==> config.mk <==
export PLATFORM = sky130hd
export DESIGN_NAME = uart_tx_halftick
export DESIGN_NICKNAME = d
export VERILOG_FILES = /design/src/rtl/uart_txh_pkg.sv /design/src/rtl/txh_intake.sv /design/src/rtl/txh_pacer.sv /design/src/rtl/txh_serializer.sv /design/src/rtl/uart_tx_halftick.sv
export SDC_FILE = /design/constraint.sdc
export NUM_CORES = 1
export LEC_CHECK = 0
export CAP_MARGIN = 20
export CORE_ASPECT_RATIO = 0.7
export CORE_MARGIN = 2
export CORE_UTILIZATION = 38
export DETAILED_ROUTE_END_ITERATION = 10
export DONT_BUFFER_PORTS = 1
export GPL_TIMING_DRIVEN = 0
export SLEW_MARGIN = 20
export SYNTH_ARGS = -nofsm -noshare
export SYNTH_HDL_FRONTEND = slang
export SYNTH_SLANG_ARGS = --single-unit
==> constraint.sdc <==
create_clock -name clk -period 1.71 [get_ports clk]
set_input_delay 0.342 -clock clk [delete_from_list [all_inputs] [get_ports clk]]
set_output_delay 0.342 -clock clk [all_outputs]
set_load 0.01 [all_outputs]
==> src/rtl/uart_txh_pkg.sv <==
package uart_txh_pkg;

  typedef enum logic [0:0] {
    TXH_IDLE = 1'b0,
    TXH_SEND = 1'b1
  } txh_state_e;

  // Maps a logical frame level to the driven pin level.
  function automatic logic txh_pin_level(input logic logical, input bit invert);
    return invert ? ~logical : logical;
  endfunction

endpackage

==> src/rtl/txh_intake.sv <==
module txh_intake #(
  parameter int DATA_BITS = 8
) (
  input  logic                 clk,
  input  logic                 rst,
  input  logic                 in_valid,
  input  logic [DATA_BITS-1:0] in_data,
  output logic                 in_ready,
  input  logic                 frame_active_i,
  input  logic                 launch_i,
  output logic                 pending_o,
  output logic [DATA_BITS-1:0] data_o
);

  logic                 pending_q;
  logic [DATA_BITS-1:0] hold_q;
  logic                 take;

  assign in_ready  = !pending_q && !frame_active_i;
  assign take      = in_valid && in_ready;
  assign pending_o = pending_q;
  assign data_o    = hold_q;

  always_ff @(posedge clk) begin
    if (rst) begin
      pending_q <= 1'b0;
      hold_q    <= '0;
    end else if (take) begin
      pending_q <= 1'b1;
      hold_q    <= in_data;
    end else if (launch_i) begin
      pending_q <= 1'b0;
    end
  end

  AST_TAKE_DROPS_READY: assert property (@(posedge clk) disable iff (rst)
    take |=> !in_ready);
  AST_PENDING_KEPT: assert property (@(posedge clk) disable iff (rst)
    (pending_q && !launch_i) |=> pending_q);

endmodule

==> src/rtl/txh_pacer.sv <==
module txh_pacer (
  input  logic clk,
  input  logic rst,
  input  logic tick_i,
  input  logic active_i,
  input  logic launch_i,
  output logic advance_o
);

  logic phase_q;

  // phase_q = 1 means the next strobe is the second of the current bit.
  always_ff @(posedge clk) begin
    if (rst) begin
      phase_q <= 1'b0;
    end else if (launch_i) begin
      phase_q <= 1'b0;
    end else if (active_i && tick_i) begin
      phase_q <= ~phase_q;
    end
  end

  assign advance_o = active_i && tick_i && phase_q;

  AST_ADVANCE_SPACED: assert property (@(posedge clk) disable iff (rst)
    advance_o |=> !advance_o);

endmodule

==> src/rtl/txh_serializer.sv <==
module txh_serializer
  import uart_txh_pkg::*;
#(
  parameter int DATA_BITS = 8,
  parameter int STOP_BITS = 1,
  parameter bit INVERT    = 1'b0
) (
  input  logic                 clk,
  input  logic                 rst,
  input  logic                 launch_i,
  input  logic                 advance_i,
  input  logic [DATA_BITS-1:0] data_i,
  output logic                 active_o,
  output logic                 done_o,
  output logic                 line_o
);

  localparam int FRAME_W = 1 + DATA_BITS + STOP_BITS;
  localparam int SHIFT_W = DATA_BITS + STOP_BITS;
  localparam int CNT_W   = $clog2(FRAME_W);
  localparam logic [CNT_W-1:0] LAST_IDX = CNT_W'(FRAME_W - 1);

  txh_state_e         state_q;
  logic [SHIFT_W-1:0] shift_q;
  logic [CNT_W-1:0]   idx_q;
  logic               raw_q;
  logic               done_q;

  always_ff @(posedge clk) begin
    if (rst) begin
      state_q <= TXH_IDLE;
      shift_q <= '0;
      idx_q   <= '0;
      raw_q   <= 1'b1;
      done_q  <= 1'b0;
    end else begin
      done_q <= 1'b0;
      unique case (state_q)
        TXH_IDLE: begin
          if (launch_i) begin
            state_q <= TXH_SEND;
            shift_q <= {{STOP_BITS{1'b1}}, data_i};
            idx_q   <= '0;
            raw_q   <= 1'b0;
          end
        end
        TXH_SEND: begin
          if (advance_i) begin
            if (idx_q == LAST_IDX) begin
              state_q <= TXH_IDLE;
              raw_q   <= 1'b1;
              done_q  <= 1'b1;
            end else begin
              raw_q   <= shift_q[0];
              shift_q <= {1'b1, shift_q[SHIFT_W-1:1]};
              idx_q   <= idx_q + 1'b1;
            end
          end
        end
        default: state_q <= TXH_IDLE;
      endcase
    end
  end

  assign active_o = (state_q == TXH_SEND);
  assign done_o   = done_q;

  generate
    if (INVERT) begin : g_inv
      assign line_o = ~raw_q;
    end else begin : g_true
      assign line_o = raw_q;
    end
  endgenerate

  AST_LINE_STEADY: assert property (@(posedge clk) disable iff (rst)
    (active_o && !advance_i) |=> $stable(line_o));
  AST_DONE_SINGLE: assert property (@(posedge clk) disable iff (rst)
    done_o |=> !done_o);
  AST_START_LEVEL: assert property (@(posedge clk) disable iff (rst)
    $rose(active_o) |-> (line_o == txh_pin_level(1'b0, INVERT)));

endmodule

==> src/rtl/uart_tx_halftick.sv <==
module uart_tx_halftick
  import uart_txh_pkg::*;
#(
  parameter int DATA_BITS = 8,
  parameter int STOP_BITS = 1,
  parameter bit INVERT    = 1'b0
) (
  input  logic                 clk,
  input  logic                 rst,
  input  logic                 tick_i,
  input  logic                 in_valid,
  output logic                 in_ready,
  input  logic [DATA_BITS-1:0] in_data,
  output logic                 tx_o,
  output logic                 busy_o,
  output logic                 done_o
);

  logic                 pending;
  logic [DATA_BITS-1:0] held;
  logic                 active;
  logic                 launch;
  logic                 advance;

  assign launch = pending && tick_i && !active;
  assign busy_o = pending || active;

  txh_intake #(.DATA_BITS(DATA_BITS)) u_intake (
    .clk            (clk),
    .rst            (rst),
    .in_valid       (in_valid),
    .in_data        (in_data),
    .in_ready       (in_ready),
    .frame_active_i (active),
    .launch_i       (launch),
    .pending_o      (pending),
    .data_o         (held)
  );

  txh_pacer u_pacer (
    .clk       (clk),
    .rst       (rst),
    .tick_i    (tick_i),
    .active_i  (active),
    .launch_i  (launch),
    .advance_o (advance)
  );

  txh_serializer #(
    .DATA_BITS (DATA_BITS),
    .STOP_BITS (STOP_BITS),
    .INVERT    (INVERT)
  ) u_ser (
    .clk       (clk),
    .rst       (rst),
    .launch_i  (launch),
    .advance_i (advance),
    .data_i    (held),
    .active_o  (active),
    .done_o    (done_o),
    .line_o    (tx_o)
  );

  AST_LAUNCH_ON_TICK: assert property (@(posedge clk) disable iff (rst)
    $rose(active) |-> $past(tick_i));
  AST_IDLE_LINE: assert property (@(posedge clk) disable iff (rst)
    !busy_o |-> (tx_o == txh_pin_level(1'b1, INVERT)));
  AST_DONE_READY: assert property (@(posedge clk) disable iff (rst)
    done_o |-> in_ready);

endmodule

# Word-level counts from Yosys, hierarchy flattened
# Index checks and enable logic that the tools add are counted.
[totals] reg_bits=26 input_bits=12 word_cells=48
[classes] n_bitwise=3 n_mux=18 eq_ne=4 reduce_logical=14 n_addsub=1
[ops] operator="$mux 9" n=3
[ops] operator="$pmux 9 s2" n=1
[ops] operator="$mux 4" n=3
[ops] operator="$mux 1" n=8
[ops] operator="$pmux 4 s2" n=1
[ops] operator="$logic_and 1x1->1" n=6
[ops] operator="$ne 2x2->1 const B" n=3
[ops] operator="$add 4x1->4 const B" n=1
[ops] operator="$eq 4x4->1 const B" n=1
[ops] operator="$pmux 1 s2" n=2
[ops] operator="$not 1->1" n=3
[ops] operator="$reduce_and 3->1" n=1
[ops] operator="$reduce_or 3->1" n=1
[ops] operator="$logic_not 1->1" n=2
[ops] operator="$reduce_and 2->1" n=1
[ops] operator="$reduce_bool 2->1" n=1
[ops] operator="$reduce_or 2->1" n=1
[ops] operator="$logic_or 1x1->1" n=1

# Depth between registers and ports, before layout
# Gate-level depths: netlist (run 1).
[depth] ltp_word=4 mapped_depth=5 mapped_depth_nobuf=5

# Cells and area by module
# Synthesis (run 1) repeated with hierarchy kept, for this count alone.
[hier_totals] cells_unflattened=122 area_unflattened_um2=1236.2
[modules_own_cells] mod="txh_serializer" instances=1 area_per_inst_um2=752.0 cells_per_inst=76
[modules_own_cells] mod="txh_intake" instances=1 area_per_inst_um2=410.4 cells_per_inst=39
[modules_own_cells] mod="txh_pacer" instances=1 area_per_inst_um2=57.6 cells_per_inst=5
[modules_own_cells] mod="uart_tx_halftick" instances=1 area_per_inst_um2=16.3 cells_per_inst=2

# Worst setup path before layout (run 1)
# No wires, ideal clock.
[synth_timing] path_type="flip-flop to flip-flop" from="reg u_ser.idx_q[0]" to="reg u_ser.shift_q[0]" required_time_ps=1589 stages_incl_launch_ff=5 arrival_ps=1313 synth_period_minus_slack_ps=1433 slack_ps=277 path_cell_list="dfxtp_1 > ha_1 > nand3b_4 > a21boi_4 > mux2_2"
[synth_between] elab_chain_len=3
[synth_lines] element="start: declaration" line_no="txh_serializer.sv:25" text="logic [CNT_W-1:0] idx_q;"
[synth_lines] element="start signal: assignment" line_no="txh_serializer.sv:56" text="idx_q <= idx_q + 1'b1;"
[synth_lines] element="$eq 4x4->1" line_no="txh_serializer.sv:49" text="if (idx_q == LAST_IDX) begin"
[synth_lines] element="$ne 2x2->1 (no source line)"
[synth_lines] element="$reduce_and 3->1 (no source line)"
[synth_lines] element="end signal: assignment" line_no="txh_serializer.sv:42" text="shift_q <= {{STOP_BITS{1'b1}}, data_i};"
[synth_lines] element="end signal: assignment" line_no="txh_serializer.sv:55" text="shift_q <= {1'b1, shift_q[SHIFT_W-1:1]};"
[synth_lines] element="end: declaration" line_no="txh_serializer.sv:24" text="logic [SHIFT_W-1:0] shift_q;"
# Every way passes these cells.
# A chain may end at the register's enable or synchronous reset.

# Worst setup path in the final report (run 1)
[layout_timing] from="reg u_ser.idx_q[0]" to="reg u_ser.shift_q[2]"
# The elaborated chain is that of the path after synthesis.

==> results.env, run 1 <==
CRITICAL_PATH_CLASS='register to register'
TIMING.CRITICAL_PATH.BUF_INV=0
MULTI_INPUT_GATE_AREA_UM2=653
FINAL-SEQ-AREA_UM2=520
STD_CELL_ROWS=17
WORST_SLACK_PS=102
FIN_SETUP_TNS_PS=0
NET_SW_POWER_uW=269
ROUTEDWLPERCELL_UM=12.9
MAX_STAGE_DELAY_PS=430
AVG_VIAS_PER_CELL=5.13
GRT_REMAINING_OVERFLOW=0
SETUP_VIOL=0
SW_FRAC_OF_TOTAL_PCT=23.2
POSTCTSHOLDBUFS=0
START_KIND='register'
AREA_POST_PLACEMENT_UM2=1270
MIN_PERIOD_OVER_PERIOD_PCT=94.1
OUTCOME='completed'
POST_CTS_RESIZED=0
PATH_MAX_FANOUT=9
CAP_VIOL_MAX_COUNT=0
TRITONCTS_SINKS=26
CELL_INTERNAL_PWR_uW=893
DETAILEDPLACE.WORSTSLACK_PS=82.3
CTS_POST_SETUP_BUFFERS_INSERTED=0
AREA_GROWTH_SYN_TO_LAYOUT_PCT=8.39
DPL.HPWL_UM=1530
DIE-AREA_UM2=3690
POWER_FRAC_CLOCK_PCT=33.8
YS_ASYNC_SR_FRACTION_PCT=0
CORE_AREA_UM2=3110
DRT_PRE_ANTENNA_ITERS=4
COMBINATIONALPOWERSHARE_PCT=10.6
WORST_PIN_SLEW_PS=467
NUM-NETS-FINAL=140
ROUTABILITYCONGESTION=0.816
CTSLONGESTPATHBUFFERS=2
WORST_CLOCK_SKEW_PS=1.86
DELAY_HEAVIEST_FAMILY_CP='flip-flops'
CRITPATHSLOWESTCELL='sky130_fd_sc_hd__dfxtp_1'
FIRST_GLOBAL_VIAS=735
WORST_SKEW_PAIR.LATE_LATENCY_PS=270
FILLERINSTANCES=310
DRC=0
FINAL_HOLD_VIOL_COUNT=0
SYNTH_SEQ_CELLS=26
NUMBER_OF_CTS_INSERTED_BUFFERS=3
GLOBAL_ROUTE_WIRE_LENGTH_BEFORE_REPAIR_UM=3430
ROUTED_WIRELENGTH_UM=2100
ANTENNA_CELLS=0
CP_DATA_REQUIRED_TIME_PS=1870
TIMING.FINAL.CRIT_PERIOD_PS=1610
NUMPORTBUFFERS=0
CLOCK_TREE.HTREE_LEVEL_COUNT=1
PWR_DENSITY_CELL_nW_PER_UM2=877
ANTENNA_VIOLATING_NETS_POST_ROUTE=0
GRT.TOTAL_USAGE_PCT=12.3
VIA_COUNT=837
SETUP_REPAIR_AFTER_GLOBAL_ROUTING_MISSED_ITS_MARGIN='no'
POST_ROUTE_CELLS_DRIVE_ABOVE_1_SHARE_PCT=17.6
P_SEQ_SHARE_PCT=55.6
SYNTH_CELL_TYPE_COUNT=31
POSTSYNTH.TOPFLOPCELL='sky130_fd_sc_hd__dfxtp_1'
NUM_PORTS=16
SYNTH-SEQ-AREA-SHARE_PCT=42.6
GRT_MAX_DEGREE=15
IR_WORST_VDD_V=0.000379
CLK_PIN_SLEW_WORST_PATHS_PS=90
SYN_AREA_PER_CELL_UM2=10.1
SYNTH.CELL_AREA_UM2=1220
POWER.STATIC_LEAKAGE_nW=0.553
INITIAL_CORE_UTIL_PCT=39.4
DRT_ITER0_MARKERS=39
SYNTHCELLS=121
MIN_PATH_TYPE='input port to register'
DIE_WIDTH_UM=71.8
CRITPATHCAPTURETYPE='register'
FINAL-MAX-SLEW-VIOLATION-COUNT=0
ANTENNA_FOUND_INITIAL=0
DIE_H_UM=51.5
CP.ARRIVAL_PS=1770
TIMING.MAX_SLEW.REL_SLACK_PCT=68.9
CLK_ROOT_BUFFER_CELL='sky130_fd_sc_hd__clkbuf_8'
CRIT_PATH_CELL_TRACE='ha_1 -> nand3b_4 -> a21boi_4 -> mux2_2'
LAYOUT.CELL_AREA.NON_FILLER_UM2=1330
POSTSYNTHNETCOUNT=135
CTS_TREE='done'
TIMING.FMAX_MHz=622
SYNTH_ENABLE_FLOP_CELLS=0
YOSYS_WARNINGS=0
[state kept, by name, summed over array words and instances (netlist names)]
name and count:
u_intake.data_o 8, u_intake.pending_o 1, u_pacer.phase_q 1, u_ser.active_o 1, u_ser.done_o 1, u_ser.idx_q 4
u_ser.line_o 1, u_ser.shift_q 9
[through the flow]
| stage | cells | power (mW) | hold slack (ps) | util, % |
|---|---|---|---|---|
| final | 163 | 1.16 | 182 | 42.7 |
| after global routing | 163 | 1.22 | 161 | 42.7 |
| after CTS | 163 | 1.18 | 174 | 42.7 |
| after detailed placement | 159 | 0.785 | 446 | 40.9 |
| after global placement | 159 | 0.782 | 436 | 40.9 |
| after floorplan | 121 | 0.762 | 425 | - |
[power groups by stage]
stage               registers [mW]  clock network [mW]  logic [mW]
floorplan                    0.656                   0       0.106
global placement             0.660                   0       0.122
detailed placement           0.661                   0       0.125
CTS                          0.646               0.409       0.125
global route                 0.649               0.436       0.138
finish                       0.646               0.393       0.123
[worst register-to-register path, stage by stage, from the launching register on]
cell	delay, ps
sky130_fd_sc_hd__dfxtp_1	430
sky130_fd_sc_hd__ha_1	240
sky130_fd_sc_hd__nand3b_4	120
sky130_fd_sc_hd__a21boi_4	340
sky130_fd_sc_hd__mux2_2	380
[logic make-up after synthesis]
kind of cell	count (synthesis)	share of synthesized area (%)
and+or+nand+nor	40	20.1
muxes	25	21.3
adders and majority gates	2	2.05
buffers and inverters	10	3.99
AOI/OAI and AO/OA	18	10.0
DFF	26	42.6
[routing by layer]
layer  wire length [um]  vias to the layer above  GRT usage (%)
li1                   -                      430              -
met1               1140                      391           16.4
met2                843                       14           18.8
met3                108                        2           4.73
met4                  7                        0           2.83
met5                  0                        -              0
[final cells by class]
type	count	share of cell area (%)
multi-input combinational	85	49.3
sequential	26	39.3
clock buffer	4	4.15
tap	38	3.59
buffer	6	2.55
inverter	4	1.13
[cell usage after synthesis (2+ instances only)]
master	number	share of area [%]
sky130_fd_sc_hd__dfxtp_1	26	43
sky130_fd_sc_hd__buf_2	3	1.2
sky130_fd_sc_hd__nor2b_1	8	4.1
sky130_fd_sc_hd__nand2_1	2	0.61
sky130_fd_sc_hd__ha_1	2	2.0
sky130_fd_sc_hd__mux2_2	8	7.4
sky130_fd_sc_hd__a21oi_1	5	2.0
sky130_fd_sc_hd__o21ai_0	6	2.5
sky130_fd_sc_hd__nor2_1	16	4.9
sky130_fd_sc_hd__a311oi_1	3	2.1
sky130_fd_sc_hd__nand3b_4	2	3.3
sky130_fd_sc_hd__mux2i_1	17	14
sky130_fd_sc_hd__inv_1	4	1.2
sky130_fd_sc_hd__nand2b_1	2	1.0
[worst paths after layout]
path                                                     from                             to  slack [ps]  cells after the start
worst max-delay path              u_ser.idx_q[0]$_SDFFE_PP0P_  u_ser.shift_q[2]$_SDFFE_PP0P_         100                      4
worst min-delay path                                   tick_i   u_pacer.phase_q$_SDFFE_PP0N_         180                      1
worst max register to register    u_ser.idx_q[0]$_SDFFE_PP0P_  u_ser.shift_q[2]$_SDFFE_PP0P_         100                      4
worst min register to register  u_ser.shift_q[8]$_SDFFE_PP0P_  u_ser.shift_q[8]$_SDFFE_PP0P_         450                      2
[layout by cell type, fill, tap and decap left out, types with 2 or more instances in the layout]
| cell type | n |
|---|---|
| sky130_fd_sc_hd__a21oi_1 | 5 |
| sky130_fd_sc_hd__a311oi_1 | 3 |
| sky130_fd_sc_hd__buf_2 | 3 |
| sky130_fd_sc_hd__clkbuf_8 | 4 |
| sky130_fd_sc_hd__dfxtp_1 | 26 |
| sky130_fd_sc_hd__ha_1 | 2 |
| sky130_fd_sc_hd__inv_1 | 4 |
| sky130_fd_sc_hd__mux2_2 | 8 |
| sky130_fd_sc_hd__mux2i_1 | 17 |
| sky130_fd_sc_hd__nand2_1 | 2 |
| sky130_fd_sc_hd__nand2b_1 | 2 |
| sky130_fd_sc_hd__nand3b_4 | 2 |
| sky130_fd_sc_hd__nor2_1 | 16 |
| sky130_fd_sc_hd__nor2b_1 | 8 |
| sky130_fd_sc_hd__o21ai_0 | 6 |
Note: power is estimated with default switching activity, not from simulation.
==> inputs of run 2 (changes only) <==
--- a/config.mk
+++ b/config.mk
@@ -8,11 +8,12 @@
 export CAP_MARGIN = 20
 export CORE_ASPECT_RATIO = 0.7
 export CORE_MARGIN = 2
-export CORE_UTILIZATION = 38
+export CORE_UTILIZATION = 35
 export DETAILED_ROUTE_END_ITERATION = 10
 export DONT_BUFFER_PORTS = 1
 export GPL_TIMING_DRIVEN = 0
-export SLEW_MARGIN = 20
+export RECOVER_POWER = 50
+export SLEW_MARGIN = 40
 export SYNTH_ARGS = -nofsm -noshare
 export SYNTH_HDL_FRONTEND = slang
 export SYNTH_SLANG_ARGS = --single-unit
==> results.env, run 2 (same netlist as run 1, synthesis figures left out) <==
COMBINATIONALPOWERSHARE_PCT=10.7  # was 10.6%
INITIAL_CORE_UTIL_PCT=37.8  # was 39.4%
NUMPORTBUFFERS=0  # unchanged
TRITONCTS_SINKS=26  # unchanged
CORE_AREA_UM2=3230  # was 3110 um^2
FINAL_HOLD_VIOL_COUNT=0  # unchanged
WORST_PIN_SLEW_PS=447  # was 467 ps
CP.ARRIVAL_PS=1780  # was 1770 ps
LARGEST_REG_FLOPS=9  # unchanged
NUM_PORTS=16  # unchanged
MIN_PERIOD_OVER_PERIOD_PCT=94.6  # was 94.1%
PATH_MAX_FANOUT=9  # unchanged
CP_DATA_REQUIRED_TIME_PS=1880  # was 1870 ps
POWER.STATIC_LEAKAGE_nW=0.552  # was 0.553 nW
GLOBAL_ROUTE_WIRE_LENGTH_BEFORE_REPAIR_UM=3740  # was 3430 um
AVG_VIAS_PER_CELL=4.94  # was 5.13
SETUP_REPAIR_AFTER_GLOBAL_ROUTING_MISSED_ITS_MARGIN='no'  # unchanged
ROUTABILITYCONGESTION=0.738  # was 0.816
NUM-NETS-FINAL=140  # unchanged
IR_WORST_VDD_V=0.000490  # was 0.000379 V
GRT_REMAINING_OVERFLOW=0  # unchanged
CRITICAL_PATH_CLASS='register to register'  # unchanged
ANTENNA_CELLS=0  # unchanged
DIE_H_UM=53.4  # was 51.5 um
ROUTED_WIRELENGTH_UM=2310  # was 2100 um
CTSLONGESTPATHBUFFERS=2  # unchanged
DRT_ITER0_MARKERS=16  # was 39
MOSTFREQUENTLAYOUTCELL='sky130_fd_sc_hd__dfxtp_1'  # unchanged
AREA_GROWTH_SYN_TO_LAYOUT_PCT=9.31  # was 8.39%
DIE_WIDTH_UM=74.6  # was 71.8 um
MIN_PATH_TYPE='input port to register'  # unchanged
FINAL-MAX-SLEW-VIOLATION-COUNT=0  # unchanged
GRT_MAX_DEGREE=15  # unchanged
GRT.TOTAL_USAGE_PCT=13.1  # was 12.3%
OUTCOME='completed'  # unchanged
CELL_INTERNAL_PWR_uW=894  # was 893 uW
SW_FRAC_OF_TOTAL_PCT=23.9  # was 23.2%
LARGEST-REGISTER='u_ser.shift_q'  # unchanged
POWER_FRAC_CLOCK_PCT=34.3  # was 33.8%
FINAL_UTIL_PCT=41.3  # was 42.7%
FIRST_GLOBAL_VIAS=763  # was 735
NET_SW_POWER_uW=281  # was 269 uW
CLOCK_TREE.HTREE_LEVEL_COUNT=1  # unchanged
STD_CELL_ROWS=17  # unchanged
CLK_ROOT_BUFFER_CELL='sky130_fd_sc_hd__clkbuf_8'  # unchanged
CTS_TREE='done'  # unchanged
MOST_USED_CELLS_IN_THE_LAYOUT_EXCLUDING_FILL_AND_TAP_CELLS='26 x sky130_fd_sc_hd__dfxtp_1, 17 x sky130_fd_sc_hd__mux2i_1, 16 x sky130_fd_sc_hd__nor2_1'  # unchanged
WORST_CLOCK_SKEW_PS=5.54  # was 1.86 ps
DIE-AREA_UM2=3990  # was 3690 um^2
DRC=0  # unchanged
CAP_VIOL_MAX_COUNT=0  # unchanged
CLK_PIN_SLEW_WORST_PATHS_PS=90  # about the same
ANTENNA_VIOLATING_NETS_POST_ROUTE=0  # unchanged
FIN_SETUP_TNS_PS=0  # unchanged
WORST_SKEW_PAIR.LATE_LATENCY_PS=280  # was 270 ps
POST_ROUTE_CELLS_DRIVE_ABOVE_1_SHARE_PCT=17.6  # unchanged
DPL.HPWL_UM=1700  # was 1530 um
P_SEQ_SHARE_PCT=55.1  # was 55.6%
TIMING.FINAL.CRIT_PERIOD_PS=1620  # was 1610 ps
NUMBER_OF_CTS_INSERTED_BUFFERS=3  # unchanged
TIMING.FMAX_MHz=618  # was 622 MHz
CRITPATHCAPTURETYPE='register'  # unchanged
START_KIND='register'  # unchanged
PWR_DENSITY_CELL_nW_PER_UM2=879  # was 877 nW/um^2
POSTCTSHOLDBUFS=0  # unchanged
VIA_COUNT=849  # was 837
ANTENNA_FOUND_INITIAL=0  # unchanged
ROUTEDWLPERCELL_UM=13.4  # was 12.9 um
SETUP_VIOL=0  # unchanged
DRT_PRE_ANTENNA_ITERS=4  # unchanged
TIMING.MAX_SLEW.REL_SLACK_PCT=70.2  # was 68.9%
==> run 2: cell count changes in the layout (fill, tap and decap cells not counted), sizes merged <==
cell / previous run / this run
clkbuf: 5 / 6
buf: 5 / 4
==> run 2: through the flow <==
step	std cells	hold slack (ps)	power (mW)	cell area [um^2]	worst slack, ps
5_1_grt	172	167	1.23	1340	5.41
3_5_place_dp	168	450	0.787	1280	98.1
6_report	172	178	1.17	1340	91.7
4_1_cts	172	175	1.18	1340	80.3
3_3_place_gp	168	438	0.782	1280	138
2_1_floorplan	121	425	0.762	1220	277
==> run 2: what timing repair did <==
action	CTS	global route
setup buffers	0	0
endpoints found under the hold margin	0	0
gates resized for setup	0	0
endpoints found under the setup margin	0	1
==> run 2: per-layer routing <==
metal | GRT usage, % | share of wire (%) | up-vias
li1 | - | - | 431
met1 | 18.0 | 52 | 399
met2 | 18.4 | 41 | 15
met3 | 4.38 | 4.8 | 4
met4 | 5.36 | 2.0 | 0
met5 | 0 | 0 | -
==> run 2: worst paths after layout <==
path              depth (start not counted)  slack [ps]                          start                       endpoint
setup / recovery                          4          90    u_ser.idx_q[0]$_SDFFE_PP0P_  u_ser.shift_q[3]$_SDFFE_PP0P_
hold / removal                            1         180                         tick_i   u_pacer.phase_q$_SDFFE_PP0N_
setup reg to reg                          4          90    u_ser.idx_q[0]$_SDFFE_PP0P_  u_ser.shift_q[3]$_SDFFE_PP0P_
hold reg to reg                           2         460  u_ser.shift_q[8]$_SDFFE_PP0P_  u_ser.shift_q[8]$_SDFFE_PP0P_
==> run 2: final cells by class <==
cell class	count	area, um^2
buffer	6	33.8
clock buffer	4	55.1
fill	332	1900
inverter	4	15.0
multi-input combinational	85	653
sequential	26	520
tap	47	58.8
==> run 2: critical path: stages (launching register included) <==
cell and delay [ps]:
sky130_fd_sc_hd__dfxtp_1 440, sky130_fd_sc_hd__ha_1 240, sky130_fd_sc_hd__nand3b_4 110, sky130_fd_sc_hd__a21boi_4 330, sky130_fd_sc_hd__mux2_2 390
==> run 2: power by group through the flow <==
| stage | Clock (mW) | Combinational, mW | Sequential (mW) |
|---|---|---|---|
| after floorplan | 0 | 0.106 | 0.656 |
| after global placement | 0 | 0.122 | 0.660 |
| after detailed placement | 0 | 0.126 | 0.661 |
| after CTS | 0.411 | 0.126 | 0.647 |
| after global routing | 0.435 | 0.141 | 0.650 |
| final | 0.402 | 0.125 | 0.647 |
==> inputs of run 3 (changes only) <==
--- a/config.mk
+++ b/config.mk
@@ -9,9 +9,11 @@
 export CORE_ASPECT_RATIO = 0.7
 export CORE_MARGIN = 2
 export CORE_UTILIZATION = 35
+export CTS_CLUSTER_SIZE = 20
 export DETAILED_ROUTE_END_ITERATION = 10
 export DONT_BUFFER_PORTS = 1
 export GPL_TIMING_DRIVEN = 0
+export MAX_ROUTING_LAYER = met4
 export RECOVER_POWER = 50
 export SLEW_MARGIN = 40
 export SYNTH_ARGS = -nofsm -noshare
==> constraint.sdc (replaced) <==
create_clock -name clk -period 1.9 [get_ports clk]
set_input_delay 0.38 -clock clk [delete_from_list [all_inputs] [get_ports clk]]
set_output_delay 0.38 -clock clk [all_outputs]
set_load 0.01 [all_outputs]
==> results.env, run 3 (same netlist as run 1, synthesis figures left out) <==
OUTCOME='completed'  # unchanged
DETAILEDPLACE.WORSTSLACK_PS=288  # was 98.1 ps
SETUP_VIOL=0  # unchanged
INITIAL_CORE_UTIL_PCT=37.8  # unchanged
MIN_PERIOD_OVER_PERIOD_PCT=89.3  # was 94.6%
FIN_CELLS=172  # unchanged
AREA_POST_PLACEMENT_UM2=1280  # unchanged
AREA_GROWTH_SYN_TO_LAYOUT_PCT=8.09  # was 9.31%
LAYOUT.CELL_AREA.NON_FILLER_UM2=1320  # was 1340 um^2
DIE_WIDTH_UM=74.6  # unchanged
MIN-DELAY-START='tick_i'  # unchanged
CP.ARRIVAL_PS=1860  # was 1780 ps
ROUTEDWLPERCELL_UM=13.6  # was 13.4 um
CAP_VIOL_MAX_COUNT=0  # unchanged
PLACEDCELLCOUNT=168  # unchanged
TIMING.MAX_SLEW.REL_SLACK_PCT=57.4  # was 70.2%
FIN_SETUP_TNS_PS=0  # unchanged
LARGEST_REG_FLOPS=9  # unchanged
POST_CTS_RESIZED=0  # unchanged
STD_CELL_ROWS=17  # unchanged
ROUTED_WIRELENGTH_UM=2340  # was 2310 um
DPL.HPWL_UM=1700  # unchanged
P_TOTAL_mW=1.05  # was 1.17 mW
GRT_MAX_DEGREE=15  # unchanged
LARGEST-REGISTER='u_ser.shift_q'  # unchanged
SETUP_REPAIR_AFTER_GLOBAL_ROUTING_MISSED_ITS_MARGIN='no'  # unchanged
CLOCK_TREE.HTREE_LEVEL_COUNT=1  # unchanged
FIRST_GLOBAL_VIAS=770  # was 763
FINAL_HOLD_VIOL_COUNT=0  # unchanged
ANTENNA_FOUND_INITIAL=0  # unchanged
WORST_SLACK_PS=202  # was 91.7 ps
DRC=0  # unchanged
PATH_MAX_FANOUT=9  # unchanged
CTS_POST_SETUP_BUFFERS_INSERTED=0  # unchanged
START_KIND='register'  # unchanged
NUMPORTBUFFERS=0  # unchanged
POST_ROUTE_CELLS_DRIVE_ABOVE_1_SHARE_PCT=15.2  # was 17.6%
NUM-NETS-FINAL=140  # unchanged
POSTCTSHOLDBUFS=0  # unchanged
FINAL_UTIL_PCT=40.9  # was 41.3%
CLK_ROOT_BUFFER_CELL='sky130_fd_sc_hd__clkbuf_8'  # unchanged
TIMING.FMAX_MHz=589  # was 618 MHz
ROUTABILITYCONGESTION=0.747  # was 0.738
CTSLONGESTPATHBUFFERS=2  # unchanged
CLK_PIN_SLEW_WORST_PATHS_PS=90  # about the same
MOSTFREQUENTLAYOUTCELL='sky130_fd_sc_hd__dfxtp_1'  # unchanged
WORST_CLOCK_SKEW_PS=6.07  # was 5.54 ps
DRT_PRE_ANTENNA_ITERS=2  # was 4
GRT_REMAINING_OVERFLOW=0  # unchanged
GLOBAL_ROUTE_WIRE_LENGTH_BEFORE_REPAIR_UM=3730  # was 3740 um
GRT.TOTAL_USAGE_PCT=13.4  # was 13.1%
MOST_USED_CELLS_IN_THE_LAYOUT_EXCLUDING_FILL_AND_TAP_CELLS='26 x sky130_fd_sc_hd__dfxtp_1, 17 x sky130_fd_sc_hd__mux2i_1, 16 x sky130_fd_sc_hd__nor2_1'  # unchanged
ANTENNA_VIOLATING_NETS_POST_ROUTE=0  # unchanged
CRITICAL_PATH_CLASS='register to register'  # unchanged
TIMING.FINAL.CRIT_PERIOD_PS=1700  # was 1620 ps
WORST_PIN_SLEW_PS=639  # was 447 ps
R2R_START='u_ser.idx_q[0]$_SDFFE_PP0P_'  # unchanged
DIE-AREA_UM2=3990  # unchanged
WORST_SKEW_PAIR.LATE_LATENCY_PS=270  # was 280 ps
DIE_H_UM=53.4  # unchanged
NUM_PORTS=16  # unchanged
VIA_COUNT=854  # was 849
DRT_ITER0_MARKERS=14  # was 16
CTS_TREE='done'  # unchanged
IR_WORST_VDD_V=0.000404  # was 0.000490 V
CRITPATHCAPTURETYPE='register'  # unchanged
PWR_DENSITY_CELL_nW_PER_UM2=798  # was 879 nW/um^2
TRITONCTS_SINKS=26  # unchanged
NUMBER_OF_CTS_INSERTED_BUFFERS=3  # unchanged
FINAL-MAX-SLEW-VIOLATION-COUNT=0  # unchanged
ANTENNA_CELLS=0  # unchanged
AVG_VIAS_PER_CELL=4.97  # was 4.94
CP_DATA_REQUIRED_TIME_PS=2060  # was 1880 ps
FILLERINSTANCES=334  # was 332
CORE_AREA_UM2=3230  # unchanged
HOLD-WORST-SLACK_PS=218  # was 178 ps
CRITPATHLAUNCH='u_ser.idx_q[0]$_SDFFE_PP0P_'  # unchanged
POWER.STATIC_LEAKAGE_nW=0.505  # was 0.552 nW
MIN_PATH_TYPE='input port to register'  # unchanged
run 3: cell count changes in the layout (fill, tap and decap cells not counted), sizes merged:
cell	previous run	this run
buf	4	3
clkbuf	6	7
run 3: layout make-up:
class | instances | area [um^2] | share of cell area [%]
multi-input combinational | 85 | 641 | 48.5
sequential | 26 | 520 | 39.4
tap | 47 | 58.8 | 4.45
clock buffer | 4 | 55.1 | 4.17
buffer | 6 | 31.3 | 2.37
inverter | 4 | 15.0 | 1.14
run 3: final timing paths:
| path | end | slack [ps] | cells after the start |
|---|---|---|---|
| setup / recovery | u_ser.shift_q[3]$_SDFFE_PP0P_ | 200 | 4 |
| hold / removal | u_pacer.phase_q$_SDFFE_PP0N_ | 220 | 1 |
| setup reg to reg | u_ser.shift_q[3]$_SDFFE_PP0P_ | 200 | 4 |
| hold reg to reg | u_ser.shift_q[8]$_SDFFE_PP0P_ | 460 | 2 |
run 3: worst max-delay path, cell delays in order, from the launching register on:
cell and delay [ps]:
sky130_fd_sc_hd__dfxtp_1 440, sky130_fd_sc_hd__ha_1 200, sky130_fd_sc_hd__nand3b_1 190, sky130_fd_sc_hd__a21boi_4 380, sky130_fd_sc_hd__mux2_2 390
run 3: layer usage:
metal,vias up,track usage (%),wire (um)
met4,0,5.36,42
met1,402,17.8,1220
met2,15,18.7,972
met3,4,4.19,102
li1,433,-,-
met5,-,-,0
run 3: power breakdown:
| part | internal (mW) | total, mW | switching [mW] |
|---|---|---|---|
| sequential | 0.567 | 0.582 | 0.0153 |
| clock | 0.186 | 0.359 | 0.174 |
| combinational | 0.0511 | 0.113 | 0.0616 |
